--- config.mk ---
export PLATFORM = sky130hd
export DESIGN_NAME = amp_prot_ctrl
export DESIGN_NICKNAME = d
export VERILOG_FILES = /design/src/rtl/amp_prot_pkg.sv /design/src/rtl/amp_prot_sync.sv /design/src/rtl/amp_prot_thermal.sv /design/src/rtl/amp_prot_latch.sv /design/src/rtl/amp_prot_startup.sv /design/src/rtl/amp_prot_ctrl.sv
export SDC_FILE = /design/constraint.sdc
export NUM_CORES = 1
export LEC_CHECK = 0
export BUFFER_PORTS_ARGS = -buffer_cell sky130_fd_sc_hd__buf_2
export CORE_MARGIN = 4
export CORE_UTILIZATION = 57
export DETAILED_ROUTE_END_ITERATION = 12
export GPL_ROUTABILITY_DRIVEN = 0
export MAX_ROUTING_LAYER = met4
export PLACE_DENSITY = 0.85
export SYNTH_ARGS = -nofsm -noshare
export SYNTH_HDL_FRONTEND = slang
export SYNTH_SLANG_ARGS = --single-unit
--- constraint.sdc ---
create_clock -name clk_i -period 2.2 [get_ports clk_i]
set_clock_uncertainty 0.05 [all_clocks]
set_input_delay 0.22 -clock clk_i [delete_from_list [all_inputs] [get_ports clk_i]]
set_output_delay 0.22 -clock clk_i [all_outputs]
set_load 0.005 [all_outputs]
--- src/rtl/amp_prot_pkg.sv ---
package amp_prot_pkg;
  typedef struct packed {
    logic sc;
    logic dc;
    logic therm;
  } prot_flags_t;

  function automatic logic any_reported(prot_flags_t f);
    return f.sc | f.dc;
  endfunction

  function automatic logic any_blocking(prot_flags_t f);
    return f.sc | f.dc | f.therm;
  endfunction
endpackage

--- src/rtl/amp_prot_sync.sv ---
module amp_prot_sync #(
  parameter int WIDTH  = 3,
  parameter int STAGES = 2
) (
  input  logic             clk_i,
  input  logic             rst_ni,
  input  logic [WIDTH-1:0] d_i,
  output logic [WIDTH-1:0] q_o
);
  if (STAGES == 0) begin : g_bypass
    assign q_o = d_i;
  end else begin : g_chain
    logic [WIDTH-1:0] stg_q [STAGES];
    for (genvar s = 0; s < STAGES; s++) begin : g_stg
      always_ff @(posedge clk_i or negedge rst_ni) begin
        if (!rst_ni) stg_q[s] <= '0;
        else if (s == 0) stg_q[s] <= d_i;
        else stg_q[s] <= stg_q[(s > 0) ? s-1 : 0];
      end
    end
    assign q_o = stg_q[STAGES-1];
  end
endmodule

--- src/rtl/amp_prot_thermal.sv ---
module amp_prot_thermal #(
  parameter int TEMP_W    = 8,
  parameter int TRIP_TEMP = 150,
  parameter int HYST_TEMP = 15
) (
  input  logic              clk_i,
  input  logic              rst_ni,
  input  logic [TEMP_W-1:0] temp_i,
  output logic              hot_o
);
  localparam logic [TEMP_W-1:0] TripLvl = TEMP_W'(TRIP_TEMP);
  localparam logic [TEMP_W-1:0] ClrLvl  = TEMP_W'(TRIP_TEMP - HYST_TEMP);

  logic hot_q;

  always_ff @(posedge clk_i or negedge rst_ni) begin
    if (!rst_ni) hot_q <= 1'b0;
    else if (hot_q) hot_q <= (temp_i > ClrLvl);
    else hot_q <= (temp_i > TripLvl);
  end

  assign hot_o = hot_q;
endmodule

--- src/rtl/amp_prot_latch.sv ---
module amp_prot_latch (
  input  logic clk_i,
  input  logic rst_ni,
  input  logic run_i,
  input  logic sc_i,
  input  logic dc_i,
  output logic sc_lat_o,
  output logic dc_lat_o
);
  logic sc_q, dc_q;

  // shutdown clears the short latch and masks new short events
  always_ff @(posedge clk_i or negedge rst_ni) begin
    if (!rst_ni) sc_q <= 1'b0;
    else if (!run_i) sc_q <= 1'b0;
    else if (sc_i) sc_q <= 1'b1;
  end

  // DC latch: only power-on reset clears it
  always_ff @(posedge clk_i or negedge rst_ni) begin
    if (!rst_ni) dc_q <= 1'b0;
    else if (dc_i) dc_q <= 1'b1;
  end

  assign sc_lat_o = sc_q;
  assign dc_lat_o = dc_q;
endmodule

--- src/rtl/amp_prot_startup.sv ---
module amp_prot_startup #(
  parameter int STARTUP_CYC = 1400000
) (
  input  logic clk_i,
  input  logic rst_ni,
  input  logic run_i,
  output logic done_o
);
  localparam int CntW = (STARTUP_CYC < 2) ? 1 : $clog2(STARTUP_CYC);
  localparam logic [CntW-1:0] LastCnt = CntW'(STARTUP_CYC - 1);

  logic [CntW-1:0] cnt_q;
  logic            done_q;

  always_ff @(posedge clk_i or negedge rst_ni) begin
    if (!rst_ni) begin
      cnt_q  <= '0;
      done_q <= 1'b0;
    end else if (!run_i) begin
      cnt_q  <= '0;
      done_q <= 1'b0;
    end else if (!done_q) begin
      if (cnt_q == LastCnt) done_q <= 1'b1;
      else cnt_q <= cnt_q + 1'b1;
    end
  end

  assign done_o = done_q;
endmodule

--- src/rtl/amp_prot_ctrl.sv ---
module amp_prot_ctrl
  import amp_prot_pkg::*;
#(
  parameter int TEMP_W      = 8,
  parameter int TRIP_TEMP   = 150,
  parameter int HYST_TEMP   = 15,
  parameter int STARTUP_CYC = 1400000,
  parameter int SYNC_STAGES = 2
) (
  input  logic              clk_i,
  input  logic              rst_ni,
  input  logic              shdn_ni,
  input  logic              sc_det_i,
  input  logic              dc_flt_i,
  input  logic [TEMP_W-1:0] die_temp_i,
  output logic              out_en_o,
  output logic              fault_no,
  output logic              start_done_o
);
  logic [2:0]  raw_in, sync_out;
  logic        shdn_s, sc_s, dc_s;
  logic        sc_lat, dc_lat, therm_hot, st_done;
  prot_flags_t flags;

  assign raw_in = {shdn_ni, sc_det_i, dc_flt_i};

  amp_prot_sync #(.WIDTH(3), .STAGES(SYNC_STAGES)) u_sync (
    .clk_i (clk_i),
    .rst_ni(rst_ni),
    .d_i   (raw_in),
    .q_o   (sync_out)
  );

  assign shdn_s = sync_out[2];
  assign sc_s   = sync_out[1];
  assign dc_s   = sync_out[0];

  amp_prot_latch u_latch (
    .clk_i   (clk_i),
    .rst_ni  (rst_ni),
    .run_i   (shdn_s),
    .sc_i    (sc_s),
    .dc_i    (dc_s),
    .sc_lat_o(sc_lat),
    .dc_lat_o(dc_lat)
  );

  amp_prot_thermal #(
    .TEMP_W(TEMP_W), .TRIP_TEMP(TRIP_TEMP), .HYST_TEMP(HYST_TEMP)
  ) u_therm (
    .clk_i (clk_i),
    .rst_ni(rst_ni),
    .temp_i(die_temp_i),
    .hot_o (therm_hot)
  );

  amp_prot_startup #(.STARTUP_CYC(STARTUP_CYC)) u_start (
    .clk_i (clk_i),
    .rst_ni(rst_ni),
    .run_i (shdn_s),
    .done_o(st_done)
  );

  assign flags        = '{sc: sc_lat, dc: dc_lat, therm: therm_hot};
  assign out_en_o     = shdn_s & st_done & ~any_blocking(flags);
  assign fault_no     = ~any_reported(flags);
  assign start_done_o = st_done;
endmodule

==> metrics.yaml, run 1 <==
clock_tree:
  numCtsBuffers: 5
  clk_latency_ns: 0.34
  tritoncts: "done"
  cts_max_level: 2
  postCtsResizedCells: 0
  root_buffer: "clkbuf_4"
  cts_buffer_depth: 2
  clk_pin_slew_ns: 0.10
  cts_sinks: 31
floorplan:
  fp.dieW_um: 59.24
  ioPinCount: 16
  fp.dieArea_um2: 3509
  start_util_pct: 59.86
  core_um2: 2500
  die_h_um: 59.24
  rows: 18
critical_path:
  required_ns: 2.37
  cp-end-kind: "flip-flop"
  critical_path.max_stage_delay_ns: 0.57
  crit_family: "simple AND/OR/NAND/NOR gates"
  crit_chain: "or4b_1 > or4_1 > o2111ai_1 > o31ai_1"
  path_class: "flip-flop to flip-flop"
  cp.arrival_ns: 2.21
  crit_path_start_kind: "flip-flop"
  cp_max_fo: 7
  crit_slowest_cell: "or4_1"
  crit_buf_inv: 0
global_routing:
  antenna_found_initial: 0
  grt_pass1_vias: 1191
  overflow: 0
  grt_max_degree: 32
  grt_util_all_layers_pct: 21.52
  grt_pass1_wl_um: 5333
power_and_ir_drop:
  p_leak_nw: 0.7577
  power_density_nw_per_um2: 602.0
  p_total_mw: 1.028
  irDropWorstVdd_uv: 552.8
logic_synthesis:
  synth_flop_cell: "dfrtp_1"
  synthTopCellsByArea: "dfrtp_1, xnor2_1, nor2_1"
  synth.cell_area_um2: 1496
  syn_nets: 164
  yosysSeqAreaShare_pct: 51.84
  ys_ff_latch: 31
  synth_enable_flop_cells: 0
  yosys.area.top_type: "dfrtp_1"
  yosys_warnings: 0
  async_reset_ff_share_pct: 100.0
  avgSynthCellArea_um2: 9.976
  yosysUniqueCellTypes: 30
  synth_top_area_share_pct: 51.84
  syn_inst: 150
routing:
  finalWirelength_um: 3084
  ant_nets: 0
  drc: 0
  first_pass_iters: 4
  drtIter0Drc: 47
  wire_per_inst_um: 15.19
  vias_per_cell: 6.089
  vias: 1236
place:
  dpl_cell_area_um2: 1599
  place_hpwl_um: 2188
  numPortBuffers: 15
sta:
  post-route-min-period_ns: 2.039
  tightest_slew_ns: 0.6559
  rsz0062_at_grt: "false"
  slew_violations: 0
  fin_tns_setup_ns: 0
  hold_viol: 0
  relSlewSlack_pct: 56.27
  max_freq_ghz: 0.4905
  hold_ws_ns: 0.04739
  timing.final.crit_share_pct: 92.68
  setup_violations: 0
final_layout:
  area_growth_pct: 14.13
  post-route-cell-area_um2: 1708
  nets: 186
  drive_above_1_share_pct: 15.61
  num_antenna_cells: 0
  fin_util_pct: 68.32
min_path:
  hold_class: "input pin to flip-flop"
flow_run:
  max-cap-violations: 0
status:
  run_status: "complete, no violations"
-- registers in the layout, summed over array words and instances, names as in the netlist --
register	cells
u_sync.q_o	3
u_start.done_o	1
u_therm.hot_o	1
u_sync.g_chain.stg_q	3
u_latch.sc_lat_o	1
u_latch.dc_lat_o	1
u_start.cnt_q	21
-- synthesized netlist by cell type, types with 3 or more instances --
library cell and n:
clkbuf_1 4, nor2_1 16, o21ai_0 6, nand2_1 15, inv_1 3, nor3_1 9
nand3b_1 4, nand4_1 6, nor4_1 8, nand3_1 4, a21o_1 4, dfrtp_1 31
nand2b_1 6, mux2i_1 5, nand4b_1 3, xnor2_1 9
-- power by group --
| group | leakage [nW] | switching, mW | internal, mW |
|---|---|---|---|
| Sequential | 0.408 | 0.0106 | 0.582 |
| Combinational | 0.311 | 0.0333 | 0.0256 |
| Clock | 0.0386 | 0.189 | 0.188 |
| Total | 0.758 | 0.233 | 0.795 |
-- through the flow --
step	setup slack, ns	std cells
2_1_floorplan	0.3242	150
3_3_place_gp	0.2288	191
3_5_place_dp	0.1666	191
4_1_cts	0.1647	203
5_1_grt	0.06471	203
6_report	0.1611	203
-- repair_timing --
item,in CTS,in global routing
setup buffers,0,0
hold buffers,4,0
endpoints found under the hold margin,34,0
-- routing by layer --
layer | track usage, % | share of wire (%) | wire [um] | vias up
met5 | - | 0 | 0 | -
met4 | 11.00 | 3.0 | 92 | 0
met3 | 5.882 | 5.2 | 159 | 15
met2 | 31.67 | 48 | 1467 | 40
met1 | 27.16 | 44 | 1365 | 597
li1 | - | - | - | 584
-- cells by family after synthesis --
logic type / after synthesis / synth area share (%)
and+or+nand+nor: 77 / 27.43
DFF: 31 / 51.84
AOI/OAI and AO/OA: 18 / 8.864
xor gates and xnor gates: 9 / 5.268
buffers and inverters: 9 / 2.424
muxes: 5 / 3.345
adders and majority gates: 1 / 0.8360
-- worst paths after layout --
path	startpoint	slack, ns	end	depth (start not counted)
worst max-delay path	u_start.cnt_q[8]	0.16	u_start.cnt_q[6]	4
worst min-delay path	die_temp_i[7]	0.05	u_therm.hot_o	2
worst max register to register	u_start.cnt_q[8]	0.16	u_start.cnt_q[6]	4
worst min register to register	u_sync.g_chain.stg_q[3]	0.31	u_sync.q_o[0]	0
max in group asynchronous	rst_ni	1.29	u_latch.dc_lat_o	2
min in group asynchronous	rst_ni	0.38	u_start.cnt_q[7]	2
-- cell type report --
cell class	count	area, um2
fill	186	792.0
inverter	3	11.26
sequential	31	775.7
tap	30	37.54
multi-input combinational	110	684.4
clock buffer	8	68.82
timing repair buffer	21	130.1
-- placed cells by master (no fill, tap or decap) --
cell            n
clkbuf_1        1
a31o_2          1
nand2_1        15
nand4b_1        3
and4b_1         1
o21ai_0         6
nand4_1         6
nand3_1         4
or4_1           2
buf_4           2
xnor2_1         9
buf_2          15
dfrtp_1        31
a21o_1          4
nand3b_1        4
nor2_1         16
nor4_1          8
o2111ai_1       1
mux2i_1         5
clkbuf_8        2
o31ai_1         1
o2bb2ai_1       2
o31a_1          1
nor3_1          9
ha_1            1
clkbuf_4        5
a21oi_1         1
or4b_1          1
nand2b_1        6
or3_1           1
o21ai_4         1
dlygate4sd3_1   4
inv_1           3
or2_2           1
(Power assumes the default switching activity.)
==> run 2: changes to the inputs <==
--- a/config.mk
+++ b/config.mk
@@ -6,6 +6,7 @@
 export NUM_CORES = 1
 export LEC_CHECK = 0
 export BUFFER_PORTS_ARGS = -buffer_cell sky130_fd_sc_hd__buf_2
+export CORE_ASPECT_RATIO = 1.5
 export CORE_MARGIN = 4
 export CORE_UTILIZATION = 57
 export DETAILED_ROUTE_END_ITERATION = 12
==> run 2 against run 1 <==
Against the previous run:
- first-iteration DRC count fell by 45%
- combinational power rose by 2%
- register-to-register slack barely moved
- maximum frequency rose by 0.43%
- hold slack improved by 0.011 ns
- power fell by 4.7%
- global-route usage fell by 1.0 points
- clock power fell by 13%
- die area rose by 0.49%
- non-clock buffer count did not move
- flip-flop and latch count did not move
- critical path depth did not move
- critical endpoint unchanged
==> metrics.yaml, run 2 (synthesis results as in run 1) <==
routing:
  wire_per_inst_um: 15.49  # +2.0%
  drtIter0Drc: 26  # -45%
  vias: 1200  # -2.9%
  ant_nets: 0  # unchanged
  first_pass_iters: 4  # unchanged
  vias_per_cell: 6.122  # +0.55%
  finalWirelength_um: 3037  # -1.5%
  drc: 0  # unchanged
clock_tree:
  clk_pin_slew_ns: 0.09  # about the same
  root_buffer: "clkbuf_4"
  cts_buffer_depth: 2  # unchanged
  postCtsResizedCells: 0  # unchanged
  cts_sinks: 31  # unchanged
  tritoncts: "done"
  cts_max_level: 2  # unchanged
  numCtsBuffers: 5  # unchanged
  clk_latency_ns: 0.33  # about the same
final_layout:
  layout_common_cells: "dfrtp_1, nor2_1, nand2_1, buf_2"
  post-route-cell-area_um2: 1688  # -1.2%
  top_register: "u_start.cnt_q"
  largest_register_ffs: 21  # unchanged
  num_antenna_cells: 0  # unchanged
  mostFrequentLayoutCell: "dfrtp_1"
  drive_above_1_share_pct: 15.70  # +0.091 points
  area_growth_pct: 12.79
  nets: 186  # unchanged
critical_path:
  crit_chain: "or4b_1 > or4_1 > o2111ai_1 > o31ai_1"
  cp_max_fo: 7  # unchanged
  crit_buf_inv: 0  # unchanged
  crit_path_start_kind: "flip-flop"
  required_ns: 2.35  # -0.02 ns
  crit_slowest_cell: "or4_1"
  path_class: "flip-flop to flip-flop"
  cp-end-kind: "flip-flop"
  cp.arrival_ns: 2.18  # -0.03 ns
  crit_family: "simple AND/OR/NAND/NOR gates"
  critical_path.max_stage_delay_ns: 0.57  # about the same
global_routing:
  use_met1_pct: 20.97  # -6.2 points
  grt_max_degree: 32  # unchanged
  overflow: 0  # unchanged
  antenna_found_initial: 0  # unchanged
  grt_pass1_vias: 1269  # +6.5%
  grt_util_all_layers_pct: 20.51  # -1.0 points
  met2_usage_pct: 33.58  # +1.9 points
  grt_pass1_wl_um: 5395  # +1.2%
  met3_usage_pct: 7.158  # +1.3 points
  busiest_layer: "met2"
floorplan:
  fp.dieW_um: 49.84  # -16%
  ioPinCount: 16  # unchanged
  rows: 22  # +4
  die_h_um: 70.76  # +19%
  fp.dieArea_um2: 3526  # +0.49%
  core_um2: 2477  # -0.90%
  start_util_pct: 60.40  # +0.54 points
sta:
  max_freq_ghz: 0.4926  # +0.43%
  hold_viol: 0  # unchanged
  relSlewSlack_pct: 55.69  # -0.58 points
  setup_violations: 0  # unchanged
  slew_violations: 0  # unchanged
  post-route-min-period_ns: 2.030  # -0.008691 ns
  timing.final.crit_share_pct: 92.28  # -0.40 points
  tightest_slew_ns: 0.6646  # +0.008692 ns
  fin_tns_setup_ns: 0  # unchanged
  rsz0062_at_grt: "false"
min_path:
  hold_class: "input pin to flip-flop"
power_and_ir_drop:
  irDropWorstVdd_uv: 474.6  # -14%
  power_density_nw_per_um2: 580.4  # -3.6%
  p_leak_nw: 0.7532  # -0.59%
place:
  place_hpwl_um: 2155  # -1.5%
  dpl_cell_area_um2: 1592  # -0.47%
  numPortBuffers: 15  # unchanged
status:
  run_status: "complete, no violations"
flow_run:
  max-cap-violations: 0  # unchanged
==> run 2: cell types whose count changed in the layout (fill, tap and decap cells not counted) <==
cell      before  now
clkbuf_1       1    0
clkbuf_8       2    1
clkinv_2       0    1
==> run 2: repair_timing <==
item	in CTS	in global routing
endpoints found under the hold margin	34	0
hold buffers	4	0
buffers inserted	0	0
==> run 2: worst reg2reg max path, delay by kind of cell (launching register included) <==
kind | cells | cell delay, ns
AND/OR/NAND/NOR | 2 | 1.08
flip-flops | 1 | 0.43
AO/OA/AOI/OAI | 2 | 0.35
==> run 2: layer usage <==
layer	wire [um]	part of all wire [%]
met3	149	4.9
met5	0	0
met2	1637	54
met4	73	2.4
met1	1177	39
==> run 2: area by class of cell <==
type | count | area (um2)
Fill cell | 204 | 789.5
Sequential cell | 31 | 775.7
Multi-Input combinational cell | 110 | 684.4
Timing Repair Buffer | 21 | 130.1
Clock buffer | 6 | 51.30
Tap cell | 24 | 30.03
Inverter | 3 | 11.26
Clock inverter | 1 | 5.005
==> run 2: path summary, 6_finish.rpt <==
path	startpoint	to	slack [ns]	depth (start not counted)
setup / recovery	u_start.cnt_q[8]	u_start.cnt_q[6]	0.17	4
hold / removal	die_temp_i[7]	u_therm.hot_o	0.06	2
setup reg to reg	u_start.cnt_q[8]	u_start.cnt_q[6]	0.17	4
hold reg to reg	u_sync.g_chain.stg_q[5]	u_sync.q_o[2]	0.31	0
max in group asynchronous	rst_ni	u_start.cnt_q[15]	1.25	2
min in group asynchronous	rst_ni	u_start.cnt_q[3]	0.40	2
==> run 2: power breakdown <==
| part | leakage [nW] | internal [mW] | switching (mW) |
|---|---|---|---|
| clock network | 0.0341 | 0.148 | 0.180 |
| registers | 0.408 | 0.582 | 0.0102 |
| logic | 0.311 | 0.0256 | 0.0345 |
| total | 0.753 | 0.755 | 0.225 |
==> run 2: stage by stage <==
stage | std cells | hold slack, ns | util [%] | setup slack [ns] | total power, mW
global placement | 185 | 0.2337 | 64.24 | 0.2273 | 0.6547
detailed placement | 185 | 0.2364 | 64.24 | 0.1888 | 0.6586
global route | 196 | 0.02765 | 68.13 | 0.09696 | 1.036
finish | 196 | 0.05837 | 68.13 | 0.1698 | 0.9797
CTS | 196 | 0.04622 | 68.13 | 0.1787 | 0.9864
floorplan | 150 | -0.1256 | - | 0.3242 | 0.6264
